<file path="config.mk">
export PLATFORM = sky130hd
export DESIGN_NAME = keypad_bcd_encoder
export DESIGN_NICKNAME = d
export VERILOG_FILES = /design/src/rtl/keypad_bcd_encoder.sv
export SDC_FILE = /design/constraint.sdc
export NUM_CORES = 1
export LEC_CHECK = 0
export ABC_AREA = 1
export BUFFER_PORTS_ARGS = -buffer_cell sky130_fd_sc_hd__buf_2
export CAP_MARGIN = 20
export CORE_UTILIZATION = 48
export DETAILED_ROUTE_END_ITERATION = 16
export PLACE_DENSITY = 0.85
export SYNTH_ARGS = -nofsm -noshare
export SYNTH_HDL_FRONTEND = slang
export SYNTH_SLANG_ARGS = --single-unit
export TNS_END_PERCENT = 1
</file>
<file path="constraint.sdc">
create_clock -name clk -period 1 [get_ports clk]
set_input_delay 0.2 -clock clk [delete_from_list [all_inputs] [get_ports clk]]
set_output_delay 0.2 -clock clk [all_outputs]
set_load 0.02 [all_outputs]
</file>
<file path="src/rtl/keypad_bcd_encoder.sv">
module keypad_bcd_encoder #(
  parameter int KEYS = 9,
  parameter bit REGISTERED = 1'b1,
  localparam int CODE_W = $clog2(KEYS + 1)
) (
  input  logic              clk,
  input  logic              rst,
  input  logic [KEYS-1:0]   key_n,
  output logic [CODE_W-1:0] code,
  output logic              any_key
);

  logic [KEYS-1:0]   lines;
  logic [CODE_W-1:0] enc;
  logic              hit;

  always_comb begin
    enc = '0;
    for (int i = 0; i < KEYS; i++)
      if (!lines[i]) enc = CODE_W'(i + 1);
  end

  assign hit = ~&lines;

  generate
    if (REGISTERED) begin : g_reg
      logic [KEYS-1:0]   meta_q, sync_q;
      logic [CODE_W-1:0] code_q;
      logic              any_q;

      always_ff @(posedge clk) begin
        if (rst) begin
          meta_q <= '1;
          sync_q <= '1;
          code_q <= '0;
          any_q  <= 1'b0;
        end else begin
          meta_q <= key_n;
          sync_q <= meta_q;
          code_q <= enc;
          any_q  <= hit;
        end
      end

      assign lines   = sync_q;
      assign code    = code_q;
      assign any_key = any_q;


      rst_clear_chk: assert property (@(posedge clk) disable iff (rst)
        $past(rst) |-> (code == '0 && !any_key));


      idle_hold_chk: assert property (@(posedge clk) disable iff (rst)
        (!$past(rst, 1) && !$past(rst, 2) && !$past(rst, 3) &&
         &$past(key_n, 1) && &$past(key_n, 2) && &$past(key_n, 3))
        |-> (code == '0 && !any_key));
    end else begin : g_comb
      assign lines   = key_n;
      assign code    = enc;
      assign any_key = hit;


      top_key_chk: assert property (@(posedge clk) disable iff (rst)
        !key_n[KEYS-1] |-> code == CODE_W'(KEYS));


      idle_zero_chk: assert property (@(posedge clk) disable iff (rst)
        &key_n |-> (code == '0 && !any_key));
    end
  endgenerate


  code_range_chk: assert property (@(posedge clk) disable iff (rst)
    code <= CODE_W'(KEYS));


  flag_match_chk: assert property (@(posedge clk) disable iff (rst)
    any_key == (code != '0));

endmodule

</file>
==> reports/results.tsv <==
stage	metric	value	unit
run_status	outcome	finished, final reports clean	
synth	yosysWarnings	0	
route	ant_nets	0	
power_and_ir_drop	p_leak	0.000385	µW
synth	synth_xor_area_share	0	%
sta	slew_violations	0	
critical_path	reg2reg_slack	120	ps
floorplan	ios	16	
synth	synth_fp_nets	74	
synth	yosys_register_bits	23	
floorplan	initial_utilization	52.1	%
synth	netlist_area	678	µm²
synth	netlist.area_leader.share	67.9	%
critical_path	crit_chain	buf_4	
placement	hpwlAfterDp	497	µm
grt	grt_pass1_wl	1290	µm
sta	rsz0062_at_grt	yes	
grt	grt_use_total	13.4	%
cts	htree_levels	1	
critical_path	critical_path_class	flop to output pin	
critical_path	arrival	760	ps
synth	synth_mux_area_share	0	%
sta	relSlewSlack	80.0	%
floorplan	fp.dieW	39.6	µm
min_path	hp-start	key_n[6]	
critical_path	crit_family	flip-flops	
critical_path	cp-end-kind	output pin	
route	vias_per_cell	4.32	
cts	cts_max_path_buffers	2	
route	wl_per_cell	7.68	µm
sta	skew	0.938	ps
critical_path	critPathMaxFanout	1	
power_and_ir_drop	powerDensity	1870	mW/mm²
grt	antenna_found_initial	0	
final_layout	post-route-util	62.2	%
route	dr.pass1.iters	4	
synth	synth_compound_area_share	3.69	%
synth	synth_top_family_by_area	simple AND/OR/NAND/NOR gates	
sta	finalSetupTns	0	ps
sta	worst_slack	43.2	ps
critical_path	cp_slowest_cell	dfxtp_1	
min_path	hold_class	input port to flop	
critical_path	max_stage_delay	310	ps
critical_path	critPathBufInv	1	
cts	postCtsSetupRepairBufs	0	
critical_path	cp_num_cells	1	
synth	syn_avg_cell_area	10.8	µm²
final_layout	drive_gt1_share	50.0	%
critical_path	cp-start-kind	flop	
sta	setup_viol	0	
critical_path	r2r-start	g_reg.sync_q[0]$_SDFF_PP1_	
synth	ys_types	11	
placement	gp_congestion	0.667	
run	drv_cap	0	
synth	syn_inst	63	
cts	cts_tree	built	
synth	synthAdderAreaFrac	0	%
grt	grt_pass1_vias	357	
floorplan	die_h	39.6	µm
grt	grt_remaining_overflow	0	
cts	numCtsBuffers	3	
synth	yosysTopAreaCell	dfxtp_1	
sta	finalCritPeriodShare	95.7	%
placement	place_ws	143	ps
cts	clk_latency	300	ps
final_layout	nNetsFinal	92	
placement	dp_cells	91	
cts	cts_root_buf	clkbuf_4	
cts	path_clk_slew	110	ps
critical_path	r2r_cells	9	
synth	synth.yosys.seq_area_share	67.9	%
floorplan	row_count	13	
min_path	whs_path_depth	2	
grt	grt_max_degree	24	
route	routed_wl	730	µm
route	vias	410	
sta	fmax	1.05	GHz
min_path	whs_endpoint	g_reg.meta_q[6]$_SDFF_PP1_	
sta	hold-worst-slack	71.0	ps
sta	tightestPinTransition	300	ps
critical_path	worstReg2RegEnd	code[0]$_SDFF_PP0_	
final_layout	syn_to_final_growth	19.4	%
placement	port_buffers	15	
floorplan	dieArea	0.00157	mm²
critical_path	worstPathRequired	800	ps
sta	post-route-min-period	957	ps
route	first_iter_violations	6	
cts	cts.sinks	23	
floorplan	core-area	0.00130	mm²
final_layout	fin_cells	95	
synth	synth_area_leaders	dfxtp_1 (68%), or2_2 (17%), nand2_1 (6.1%)	
power_and_ir_drop	irDropWorstVdd	0.973	mV
sta	hold_violations	0	
synth	synthSimpleGateAreaFrac	25.5	%
final_layout	antennaDiodeCount	0	
route	drc_errors	0	
-- layout make-up --
| cell class | instances | area, µm² |
|---|---|---|
| Timing Repair Buffer | 15 | 98.8 |
| Clock buffer | 3 | 22.5 |
| Sequential cell | 23 | 463 |
| Fill cell | 113 | 492 |
| Clock inverter | 1 | 5.00 |
| Multi-Input combinational cell | 37 | 198 |
| Tap cell | 15 | 18.8 |
| Inverter | 1 | 3.75 |
-- Yosys cell counts --
master     n
a21oi_1    2
a21oi_2    1
a31oi_1    1
buf_6      1
clkbuf_2   1
dfxtp_1   23
inv_1      1
nand2_1   11
nor2_1     1
nor3_1     3
or2_2     18
-- registers in the layout, indices dropped and copies added, names as in the netlist --
| register | cells |
|---|---|
| g_reg.meta_q | 9 |
| g_reg.sync_q | 9 |
| code | 4 |
| any_key | 1 |
-- layer usage --
metal | track usage, % | wire (µm) | share of wire [%]
met1 | 11.9 | 321 | 44
met2 | 23.8 | 363 | 50
met3 | 3.41 | 37 | 5.1
met4 | 12.9 | 8 | 1.1
met5 | 0 | 0 | 0
-- logic make-up (layout without fill, tap and decap cells) --
family,count (synthesis),count (layout)
flip-flops,23,23
buffers and inverters,3,20
AND/OR/NAND/NOR,33,33
AO/OA/AOI/OAI,4,4
-- cells in the final DEF (no fill, tap or decap), drive strengths merged, types with 3 or more instances in the layout --
cell type,instances
a21oi,3
buf,15
clkbuf,3
dfxtp,23
nand2,11
nor3,3
or2,18
-- how the worst max path moves through the flow --
| stage | endpoint | startpoint |
|---|---|---|
| after detailed placement | code[0]$_SDFF_PP0_ | g_reg.sync_q[0]$_SDFF_PP1_ |
| after global placement | g_reg.sync_q[3]$_SDFF_PP1_ | rst |
| after global routing | code[2] | code[2]$_SDFF_PP0_ |
| after floorplan | code[0]$_SDFF_PP0_ | g_reg.sync_q[0]$_SDFF_PP1_ |
| after CTS | code[1] | code[1]$_SDFF_PP0_ |
| final | code[0] | code[0]$_SDFF_PP0_ |
-- stage by stage --
step                      power [µW]  area, µm²
after floorplan                 1080        678
after global placement          1120        756
after detailed placement        1120        756
after CTS                       1520        783
after global routing            1600        810
final                           1510        810
-- where the power goes --
part           leakage, µW  total, µW  internal [µW]  switching, µW
clock            0.0000177        399            149            250
sequential        0.000191        981            966           15.5
combinational     0.000176        134           72.2           62.0
-- timing repair --
action	in CTS	in global routing
endpoints found under the hold margin	0	0
resized for setup	0	10
setup endpoints to repair	0	5
hold buffers	0	0
Power figures use the tool's default switching activity.
